## config.mk

```make
export PLATFORM = sky130hd
export DESIGN_NAME = sio_sync_port
export DESIGN_NICKNAME = d
export VERILOG_FILES = /design/src/rtl/sio_pkg.sv /design/src/rtl/sio_phase_seq.sv /design/src/rtl/sio_tx_lane.sv /design/src/rtl/sio_rx_lane.sv /design/src/rtl/sio_sync_port.sv
export SDC_FILE = /design/constraint.sdc
export NUM_CORES = 1
export LEC_CHECK = 0
export BUFFER_PORTS_ARGS = -buffer_cell sky130_fd_sc_hd__buf_2
export CELL_PAD_IN_SITES_DETAIL_PLACEMENT = 0
export CELL_PAD_IN_SITES_GLOBAL_PLACEMENT = 1
export CORE_ASPECT_RATIO = 1.2
export CORE_UTILIZATION = 45
export CTS_CLUSTER_DIAMETER = 60
export DETAILED_ROUTE_END_ITERATION = 7
export PLACE_DENSITY = 0.77
export REMOVE_ABC_BUFFERS = 1
export SLEW_MARGIN = 20
export SYNTH_ARGS = -nofsm -noshare
export SYNTH_HDL_FRONTEND = slang
export SYNTH_SLANG_ARGS = --single-unit
```

## constraint.sdc

```tcl
create_clock -name clk -period 1.99 [get_ports clk]
set_input_delay 0.398 -clock clk [delete_from_list [all_inputs] [get_ports clk]]
set_output_delay 0.398 -clock clk [all_outputs]
set_load 0.02 [all_outputs]
```

## src/rtl/sio_pkg.sv

```systemverilog
package sio_pkg;

  // Machine cycle: 6 states x 2 phases.
  localparam int PH_CNT = 12;
  localparam int PH_W   = $clog2(PH_CNT);

  typedef logic [PH_W-1:0] phase_t;

  // Phase index = 2*(state-1) + (phase-1).
  localparam phase_t PH_S1P1 = phase_t'(0);
  localparam phase_t PH_S3P1 = phase_t'(4);
  localparam phase_t PH_S5P2 = phase_t'(9);
  localparam phase_t PH_S6P1 = phase_t'(10);
  localparam phase_t PH_S6P2 = phase_t'(11);

  // Per-direction transfer state.
  typedef enum logic [1:0] {
    LANE_IDLE,
    LANE_ARM,
    LANE_RUN,
    LANE_FIN
  } lane_t;

endpackage

```

## src/rtl/sio_phase_seq.sv

```systemverilog
module sio_phase_seq
  import sio_pkg::*;
(
  input  logic   clk,
  input  logic   rst_n,
  output phase_t phase,
  output logic   at_s1p1,
  output logic   at_s5p2,
  output logic   at_s6p2,
  output logic   low_win
);

  always_ff @(posedge clk or negedge rst_n) begin
    if (!rst_n) begin
      phase <= '0;
    end else if (phase == PH_S6P2) begin
      phase <= '0;
    end else begin
      phase <= phase + 1'b1;
    end
  end

  assign at_s1p1 = (phase == PH_S1P1);
  assign at_s5p2 = (phase == PH_S5P2);
  assign at_s6p2 = (phase == PH_S6P2);
  // Shift clock is low from S3P1 up to, not including, S6P1.
  assign low_win = (phase >= PH_S3P1) && (phase < PH_S6P1);

endmodule

```

## src/rtl/sio_tx_lane.sv

```systemverilog
module sio_tx_lane
  import sio_pkg::*;
#(
  parameter int DATA_W = 8
) (
  input  logic              clk,
  input  logic              rst_n,
  input  logic              go,
  input  logic [DATA_W-1:0] data,
  input  logic              at_s1p1,
  input  logic              at_s6p2,
  output logic              busy,
  output logic              sending,
  output logic              bit_o,
  output logic              done
);

  localparam int SR_W = DATA_W + 1;

  lane_t           st;
  logic [SR_W-1:0] sr;
  logic            wait_more;
  logic            marker_next;

  // Marker sits just left of the MSB and everything above it is zero.
  assign marker_next = (sr[SR_W-1:2] == '0) && sr[1];

  always_ff @(posedge clk or negedge rst_n) begin
    if (!rst_n) begin
      st        <= LANE_IDLE;
      sr        <= '0;
      wait_more <= 1'b0;
    end else begin
      case (st)
        LANE_IDLE: begin
          if (go) begin
            sr        <= {1'b1, data};
            wait_more <= !at_s6p2;
            st        <= LANE_ARM;
          end
        end
        LANE_ARM: begin
          if (at_s6p2) begin
            if (wait_more) begin
              wait_more <= 1'b0;
            end else begin
              st <= LANE_RUN;
            end
          end
        end
        LANE_RUN: begin
          if (at_s6p2) begin
            sr <= {1'b0, sr[SR_W-1:1]};
            if (marker_next) begin
              st <= LANE_FIN;
            end
          end
        end
        LANE_FIN: begin
          if (at_s1p1) begin
            st <= LANE_IDLE;
          end
        end
        default: st <= LANE_IDLE;
      endcase
    end
  end

  assign busy    = (st != LANE_IDLE);
  assign sending = (st == LANE_RUN) || (st == LANE_FIN);
  assign bit_o   = sr[0];
  assign done    = (st == LANE_FIN) && at_s1p1;

endmodule

```

## src/rtl/sio_rx_lane.sv

```systemverilog
module sio_rx_lane
  import sio_pkg::*;
#(
  parameter int DATA_W = 8
) (
  input  logic              clk,
  input  logic              rst_n,
  input  logic              go,
  input  logic              din,
  input  logic              at_s1p1,
  input  logic              at_s5p2,
  input  logic              at_s6p2,
  output logic              busy,
  output logic              receiving,
  output logic              done,
  output logic [DATA_W-1:0] byte_o
);

  lane_t             st;
  logic [DATA_W-1:0] sr;
  logic [DATA_W-1:0] nxt;
  logic [DATA_W-1:0] rev;
  logic              wait_more;
  logic              samp;

  assign nxt = {sr[DATA_W-2:0], samp};

  // First bit in lands at the left end; reverse so it becomes bit 0.
  for (genvar i = 0; i < DATA_W; i++) begin : g_rev
    assign rev[i] = nxt[DATA_W-1-i];
  end

  always_ff @(posedge clk or negedge rst_n) begin
    if (!rst_n) begin
      samp <= 1'b1;
    end else if (at_s5p2 && (st == LANE_RUN)) begin
      samp <= din;
    end
  end

  always_ff @(posedge clk or negedge rst_n) begin
    if (!rst_n) begin
      st        <= LANE_IDLE;
      sr        <= '1;
      wait_more <= 1'b0;
      byte_o    <= '0;
    end else begin
      case (st)
        LANE_IDLE: begin
          if (go) begin
            wait_more <= !at_s6p2;
            st        <= LANE_ARM;
          end
        end
        LANE_ARM: begin
          if (at_s6p2) begin
            if (wait_more) begin
              wait_more <= 1'b0;
            end else begin
              sr <= {{(DATA_W-1){1'b1}}, 1'b0};
              st <= LANE_RUN;
            end
          end
        end
        LANE_RUN: begin
          if (at_s6p2) begin
            sr <= nxt;
            if (!sr[DATA_W-1]) begin
              byte_o <= rev;
              st     <= LANE_FIN;
            end
          end
        end
        LANE_FIN: begin
          if (at_s1p1) begin
            st <= LANE_IDLE;
          end
        end
        default: st <= LANE_IDLE;
      endcase
    end
  end

  assign busy      = (st != LANE_IDLE);
  assign receiving = (st == LANE_RUN) || (st == LANE_FIN);
  assign done      = (st == LANE_FIN) && at_s1p1;

endmodule

```

## src/rtl/sio_sync_port.sv

```systemverilog
module sio_sync_port
  import sio_pkg::*;
#(
  parameter int DATA_W = 8
) (
  input  logic              clk,
  input  logic              rst_n,
  input  logic              tx_valid,
  input  logic [DATA_W-1:0] tx_data,
  output logic              tx_ready,
  output logic              tx_done,
  input  logic              rx_en,
  output logic              rx_valid,
  input  logic              rx_ready,
  output logic [DATA_W-1:0] rx_data,
  output logic              sdat_o,
  output logic              sdat_oe,
  input  logic              sdat_i,
  output logic              sclk_o
);

  phase_t phase;
  logic   at_s1p1;
  logic   at_s5p2;
  logic   at_s6p2;
  logic   low_win;
  logic   tx_busy;
  logic   tx_sending;
  logic   tx_bit;
  logic   tx_fin;
  logic   rx_busy;
  logic   rx_receiving;
  logic   rx_fin;
  logic   port_idle;
  logic   tx_go;
  logic   rx_go;

  sio_phase_seq u_seq (
    .clk     (clk),
    .rst_n   (rst_n),
    .phase   (phase),
    .at_s1p1 (at_s1p1),
    .at_s5p2 (at_s5p2),
    .at_s6p2 (at_s6p2),
    .low_win (low_win)
  );

  assign port_idle = !tx_busy && !rx_busy;
  assign tx_go     = tx_valid && port_idle;
  // The send path takes precedence when both ask in the same idle clock.
  assign rx_go     = rx_en && !rx_valid && port_idle && !tx_valid;

  sio_tx_lane #(.DATA_W(DATA_W)) u_tx (
    .clk     (clk),
    .rst_n   (rst_n),
    .go      (tx_go),
    .data    (tx_data),
    .at_s1p1 (at_s1p1),
    .at_s6p2 (at_s6p2),
    .busy    (tx_busy),
    .sending (tx_sending),
    .bit_o   (tx_bit),
    .done    (tx_fin)
  );

  sio_rx_lane #(.DATA_W(DATA_W)) u_rx (
    .clk       (clk),
    .rst_n     (rst_n),
    .go        (rx_go),
    .din       (sdat_i),
    .at_s1p1   (at_s1p1),
    .at_s5p2   (at_s5p2),
    .at_s6p2   (at_s6p2),
    .busy      (rx_busy),
    .receiving (rx_receiving),
    .done      (rx_fin),
    .byte_o    (rx_data)
  );

  always_ff @(posedge clk or negedge rst_n) begin
    if (!rst_n) begin
      tx_done <= 1'b0;
    end else if (tx_go) begin
      tx_done <= 1'b0;
    end else if (tx_fin) begin
      tx_done <= 1'b1;
    end
  end

  always_ff @(posedge clk or negedge rst_n) begin
    if (!rst_n) begin
      rx_valid <= 1'b0;
    end else if (rx_fin) begin
      rx_valid <= 1'b1;
    end else if (rx_valid && rx_ready) begin
      rx_valid <= 1'b0;
    end
  end

  assign tx_ready = port_idle;
  assign sclk_o   = !((tx_sending || rx_receiving) && low_win);
  assign sdat_oe  = tx_sending;
  assign sdat_o   = tx_sending ? tx_bit : 1'b1;

endmodule

```

==> qor.txt, run 1 <==
Die area: 4766 um2
Peak Freq: 511.0 MHz
Hold slack: 0.1412 ns
CP Capture Type: output port
Status: finished, final reports clean
CTS root buffer: clkbuf_8
Routed vias: 1451
Gate Count Post-Synth: 184
Layout cell share with drive strength beyond 1: 37.50%
#FFs+latches synth: 38
Avg Cell Area, Syn: 10.99 um2
Number of global-route vias before repair: 1466
Total CTS buffers: 5
DRC Markers: 0
Top cell type by total area after synthesis: dfrtp_1
Total Power: 2.379 mW
LEAKAGE: 1.170 nW
Clock Path Buffers: 2
Die W: 63.19 um
Slew Limit Fails: 0
Initial antenna violation count: 0
RePlAce Congestion: 0.7214
Crit-path max FO: 3
Cell count after placement: 266
Starting density of the core: 47.09%
I/O pin count: 28
Setup-failing EPs final: 0
Row cnt: 26
Critical path's largest stage delay: 0.41 ns
Final core occ: 56.24%
Max-cap violations: 0
CP Buf/Inv Count: 2
Crit start category: register
Syn. warnings: 0
Die H: 75.43 um
Reg2Reg Setup Slack: 0.09 ns
Area Growth Syn to Fin: 19.43%
VDD IR-drop max: 0.0007676 V
First-pass GRT wire length: 6.630 mm
Critical Path AT: 1.56 ns
P_sw: 0.8193 mW
GRT Residual Overflow: 0
Power Internal: 1.559 mW
CTS H-tree lvls: 2
FF-to-FF Start: u_tx.st[0]
Number of vias per cell: 5.182
Hold-fix buffers, CTS: 0
1st-pass router iterations: 5
Clk slew on worst S/H paths: 0.08 ns
Worst r2r path cells: 7
Post-placement worst setup slack: -0.01035 ns
Worst Skew: 0.007962 ns
PnR worst setup slack: 0.03286 ns
Comb pwr share: 35.2%
Core area: 4294 um2
Total track usage: 18.29%
Detailed Place HPWL: 2.710 mm
Minimum clock period after layout: 1.957 ns
Yosys top cell area share: 35.89%
WL per Instance: 13.83 um
Initial DRC Count: 67
Hold Crit Class: in -> async
Synth unique cells: 41
Filler cells: 401
Critical path depth: 5
Reg power frac: 41.8%
CP startpoint: u_tx.st[0]
CP required: 1.59 ns
Seq/Total Area, Yosys: 47.59%
CTS tree: done
Unrepaired setup endpoints after global routing: yes
DP Area: 2220 um2
Largest net degree at the start of global routing: 39
Delay-heaviest family, CP: flip-flops
Setup tns final: 0 ns
Final Non-Filler Cells: 280
Top cells by area, synth: dfrtp_1, dfstp_2, ha_1
Number of diodes: 0
Final Hold Viols: 0
Power Density: 985.0 nW/um2
Final Instance Area: 2415 um2
Sink Count: 38
Cell area after synthesis: 2022 um2
Clock latency on the worst-skew pair: 0.29 ns
Wirelength, routed: 3.872 mm
Slowest CP cell: dfrtp_1
Total Nets Final: 250
Switching portion of total power: 34.44%
Period utilization: 98.35%
Post-DRT Antenna Nets: 0
PortBufs: 27
Setup CP Type: reg -> out
CP Cell Sequence: inv_2, ha_4, or2_4, o32ai_4, buf_6
Least-Margin Pin Slew: 0.4805 ns
Clock Power Share: 23.0%
Worst slew margin: 67.97%
RR Endpoint: u_rx.st[1]
==> cells in the mapped netlist (all sizes together) <==
| master | number |
|---|---|
| dfrtp | 29 |
| o21ai | 18 |
| nor2 | 17 |
| inv | 15 |
| a21oi | 14 |
| ha | 13 |
| mux2 | 11 |
| dfstp | 9 |
| mux2i | 9 |
| nand2 | 8 |
| buf | 6 |
| nand2b | 4 |
| nand3 | 4 |
| a31oi | 3 |
| and2 | 3 |
| nand4b | 2 |
| nor2b | 2 |
| nor3b | 2 |
| a21boi | 1 |
| a22o | 1 |
| a22oi | 1 |
| nand3b | 1 |
| o2111ai | 1 |
| o211a | 1 |
| o22ai | 1 |
| o2bb2ai | 1 |
| o31ai | 1 |
| o32a | 1 |
| o32ai | 1 |
| or2 | 1 |
| or3b | 1 |
| or4 | 1 |
| or4b | 1 |
==> worst max-delay path by stage <==
stage                  to  slack (ns)
2_1_floorplan      sclk_o       -0.26
3_3_place_gp       sclk_o        0.11
3_5_place_dp   u_tx.sr[6]       -0.01
4_1_cts            sclk_o       0.002
5_1_grt            sclk_o       -0.03
6_report           sclk_o        0.03
==> layer usage <==
layer | GRT usage, % | part of all wire (%) | up-vias
met1 | 20.81 | 42 | 699
met4 | 7.323 | 1.5 | 0
li1 | - | - | 722
met5 | 0 | 0 | -
met2 | 34.17 | 54 | 24
met3 | 3.593 | 2.3 | 6
==> state kept, by name, indices dropped and copies added (netlist names) <==
register / count
u_rx.samp: 1
rx_valid: 1
u_tx.st: 2
u_rx.byte_o: 8
u_rx.wait_more: 1
tx_done: 1
u_seq.phase: 4
u_rx.st: 2
u_tx.sr: 9
u_tx.wait_more: 1
u_rx.sr: 8
==> power by group through the flow <==
stage / Sequential (mW) / Combinational (mW) / Clock [mW]
3_3_place_gp: 0.986 / 0.649 / 0
6_report: 0.994 / 0.837 / 0.548
5_1_grt: 1.01 / 0.926 / 0.601
3_5_place_dp: 0.998 / 0.695 / 0
4_1_cts: 0.985 / 0.792 / 0.568
2_1_floorplan: 0.968 / 0.521 / 0
==> final cells by class <==
type                    instances  area, um2  area share [%]
repair buffers                 38      224.0           9.275
well taps                      56      70.07           2.902
inverters                      15      56.30           2.332
clock inverters                 2      12.51          0.5181
flip-flops and latches         38      962.2           39.84
multi-input cells             125       1007           41.71
clock buffers                   6      82.58           3.420
==> cell families (layout without fill, tap and decap cells) <==
family                     Yosys count  in the layout  share of synthesized area (%)
and+or+nand+nor                     47             47                          13.68
AOI/OAI and AO/OA                   45             45                          14.91
DFF                                 38             38                          47.59
buffers and inverters               21             61                          5.012
muxes                               20             20                          10.77
adders and majority gates           13             13                          8.045
==> placed cells by master, fill, tap and decap left out, types with 2 or more instances in the layout <==
master,count
and2_1,3
a31oi_1,3
mux2_2,10
ha_1,9
o21ai_1,2
clkbuf_8,6
a21oi_1,12
nand4b_1,2
nand2b_1,4
buf_2,26
dfrtp_1,29
buf_4,11
nand2_2,2
o21ai_0,16
nand2_1,6
inv_1,13
mux2i_1,9
inv_2,2
nor2b_1,2
ha_2,3
nand3_1,4
nor2_1,16
dfstp_2,9
==> timing repair <==
item                       CTS  global route
setup endpoints to repair    2            12
buffers inserted             5             1
pin swaps                    3             4
resized for setup            8             6
Power figures use the tool's default switching activity.
==> inputs of run 2 (changes only) <==
CORE_UTILIZATION = 30   (was 45)
PLACE_DENSITY = 0.55   (was 0.77)
==> qor.txt, run 2 (synthesized netlist as in run 1, its figures left out) <==
VDD IR-drop max: 0.0006102 V (was 0.0007676 V)
Clock Path Buffers: 2 (unchanged)
Reg2Reg Setup Slack: 0.26 ns (was 0.09 ns)
Slew Limit Fails: 0 (unchanged)
Biggest regs: u_tx.sr: 9 flops, u_rx.byte_o: 8 flops, u_rx.sr: 8 flops (unchanged)
RR Endpoint: u_tx.st[0] (was u_rx.st[1])
Peak Freq: 513.8 MHz (was 511.0 MHz)
Total Power: 2.367 mW (was 2.379 mW)
First-pass GRT wire length: 6.893 mm (was 6.630 mm)
PortBufs: 27 (unchanged)
Worst slew margin: 68.34% (was 67.97%)
CTS H-tree lvls: 2 (unchanged)
Critical Path AT: 1.55 ns (was 1.56 ns)
Clock latency on the worst-skew pair: 0.29 ns (about the same)
Initial DRC Count: 28 (was 67)
Layout cell share with drive strength beyond 1: 37.33% (was 37.50%)
Total track usage: 12.74% (was 18.29%)
Power Density: 969.6 nW/um2 (was 985.0 nW/um2)
Clk slew on worst S/H paths: 0.08 ns (about the same)
Crit start category: register (unchanged)
FF-to-FF Start: u_seq.phase[1] (was u_tx.st[0])
Worst r2r path cells: 6 (was 7)
Detailed Place HPWL: 3.027 mm (was 2.710 mm)
Post-DRT Antenna Nets: 0 (unchanged)
Sink Count: 38 (unchanged)
Post-placement worst setup slack: 0.1152 ns (was -0.01035 ns)
Number of vias per cell: 4.658 (was 5.182)
CP required: 1.59 ns (about the same)
Wirelength, routed: 4.107 mm (was 3.872 mm)
Final Non-Filler Cells: 310 (was 280)
Unrepaired setup endpoints after global routing: yes (unchanged)
1st-pass router iterations: 4 (was 5)
Final Hold Viols: 0 (unchanged)
RePlAce Congestion: 0.7001 (was 0.7214)
PnR worst setup slack: 0.04390 ns (was 0.03286 ns)
Die H: 91.93 um (was 75.43 um)
Commonest non-fill, non-tap cell in the layout: dfrtp_1 (unchanged)
Period utilization: 97.79% (was 98.35%)
Largest net degree at the start of global routing: 21 (was 39)
Starting density of the core: 31.17% (was 47.09%)
I/O pin count: 28 (unchanged)
Routed vias: 1444 (was 1451)
CTS root buffer: clkbuf_8 (unchanged)
Setup-failing EPs final: 0 (unchanged)
Setup CP Type: reg -> out (unchanged)
Worst Skew: 0.008216 ns (was 0.007962 ns)
Initial antenna violation count: 0 (unchanged)
Final Instance Area: 2441 um2 (was 2415 um2)
Number of global-route vias before repair: 1464 (was 1466)
Cell count after placement: 298 (was 266)
Row cnt: 32 (was 26)
Setup tns final: 0 ns (unchanged)
Area Growth Syn to Fin: 20.73% (was 19.43%)
Least-Margin Pin Slew: 0.4749 ns (was 0.4805 ns)
Status: finished, final reports clean (unchanged)
GRT Residual Overflow: 0 (unchanged)
DP Area: 2291 um2 (was 2220 um2)
Total Nets Final: 251 (was 250)
Hold Crit Class: in -> async (unchanged)
CP Capture Type: output port (unchanged)
Number of diodes: 0 (unchanged)
DRC Markers: 0 (unchanged)
Most frequent cells in the layout: dfrtp_1, buf_2, nor2_1, o21ai_0, buf_4 (was dfrtp_1, buf_2, nor2_1, o21ai_0, inv_1)
Total CTS buffers: 5 (unchanged)
Die W: 76.95 um (was 63.19 um)
Max reg flops: 9 (unchanged)
Max-cap violations: 0 (unchanged)
WL per Instance: 13.25 um (was 13.83 um)
Die area: 7074 um2 (was 4766 um2)
Largest Register: u_tx.sr (unchanged)
Crit-path max FO: 3 (unchanged)
CTS tree: done (unchanged)
LEAKAGE: 1.175 nW (was 1.170 nW)
Minimum clock period after layout: 1.946 ns (was 1.957 ns)
Core area: 6486 um2 (was 4294 um2)
-- run 2: changes by cell type in the layout (fill, tap and decap cells not counted) --
cell      delta
buf_4        +3
buf_2        -2
a21boi_0     +1
a21boi_1     -1
a21oi_2      +1
a21oi_4      -1
buf_12       +1
buf_6        -1
ha_1         +1
ha_4         -1
o32ai_2      +1
o32ai_4      -1
-- run 2: layout make-up --
cell class                      count  area, um2
Multi-Input combinational cell    125      975.9
Inverter                           15      56.30
Clock inverter                      2      12.51
Clock buffer                        6      82.58
Tap cell                           85      106.4
Fill cell                         685       4045
Timing Repair Buffer               39      245.2
Sequential cell                    38      962.2
-- run 2: how the worst max path moves through the flow --
stage,startpoint,slack (ns),to
5_1_grt,u_tx.st[0],-0.03,sclk_o
2_1_floorplan,u_tx.st[0],-0.26,sclk_o
3_5_place_dp,u_tx.st[0],0.12,sclk_o
6_report,u_tx.st[1],0.04,sclk_o
3_3_place_gp,u_tx.st[0],0.14,sclk_o
4_1_cts,u_tx.st[1],-0.02,sclk_o
-- run 2: per-layer routing --
layer,GRT usage (%),up-vias,routed length (um)
met3,3.682,7,152
met1,14.63,694,1754
li1,-,717,-
met2,21.95,26,2126
met5,0,-,0
met4,5.288,0,74
-- run 2: critical path: stages (launching register included) --
cell	delay, ns
dfrtp_1	0.41
ha_2	0.20
or2_4	0.26
o32ai_2	0.20
buf_4	0.18
-- run 2: report_power, final --
group          switching (mW)  internal, mW
Sequential             0.0871         0.895
Clock                   0.288         0.279
Combinational           0.438         0.381
Total                   0.813          1.55
-- run 2: what timing repair did --
item                       4_1_cts  5_1_grt
gates cloned                     0        0
setup endpoints to repair        2        3
pin swaps                        3        1
resized for setup                6        4
buffers inserted                 4        0
hold buffers                     0        0
-- run 2: per-stage QoR --
stage	hold WS [ns]	utilization (%)
finish	0.05399	37.64
global route	0.07767	37.64
CTS	0.06056	37.52
detailed placement	0.3890	35.32
global placement	0.3864	35.32
floorplan	0.1024	-
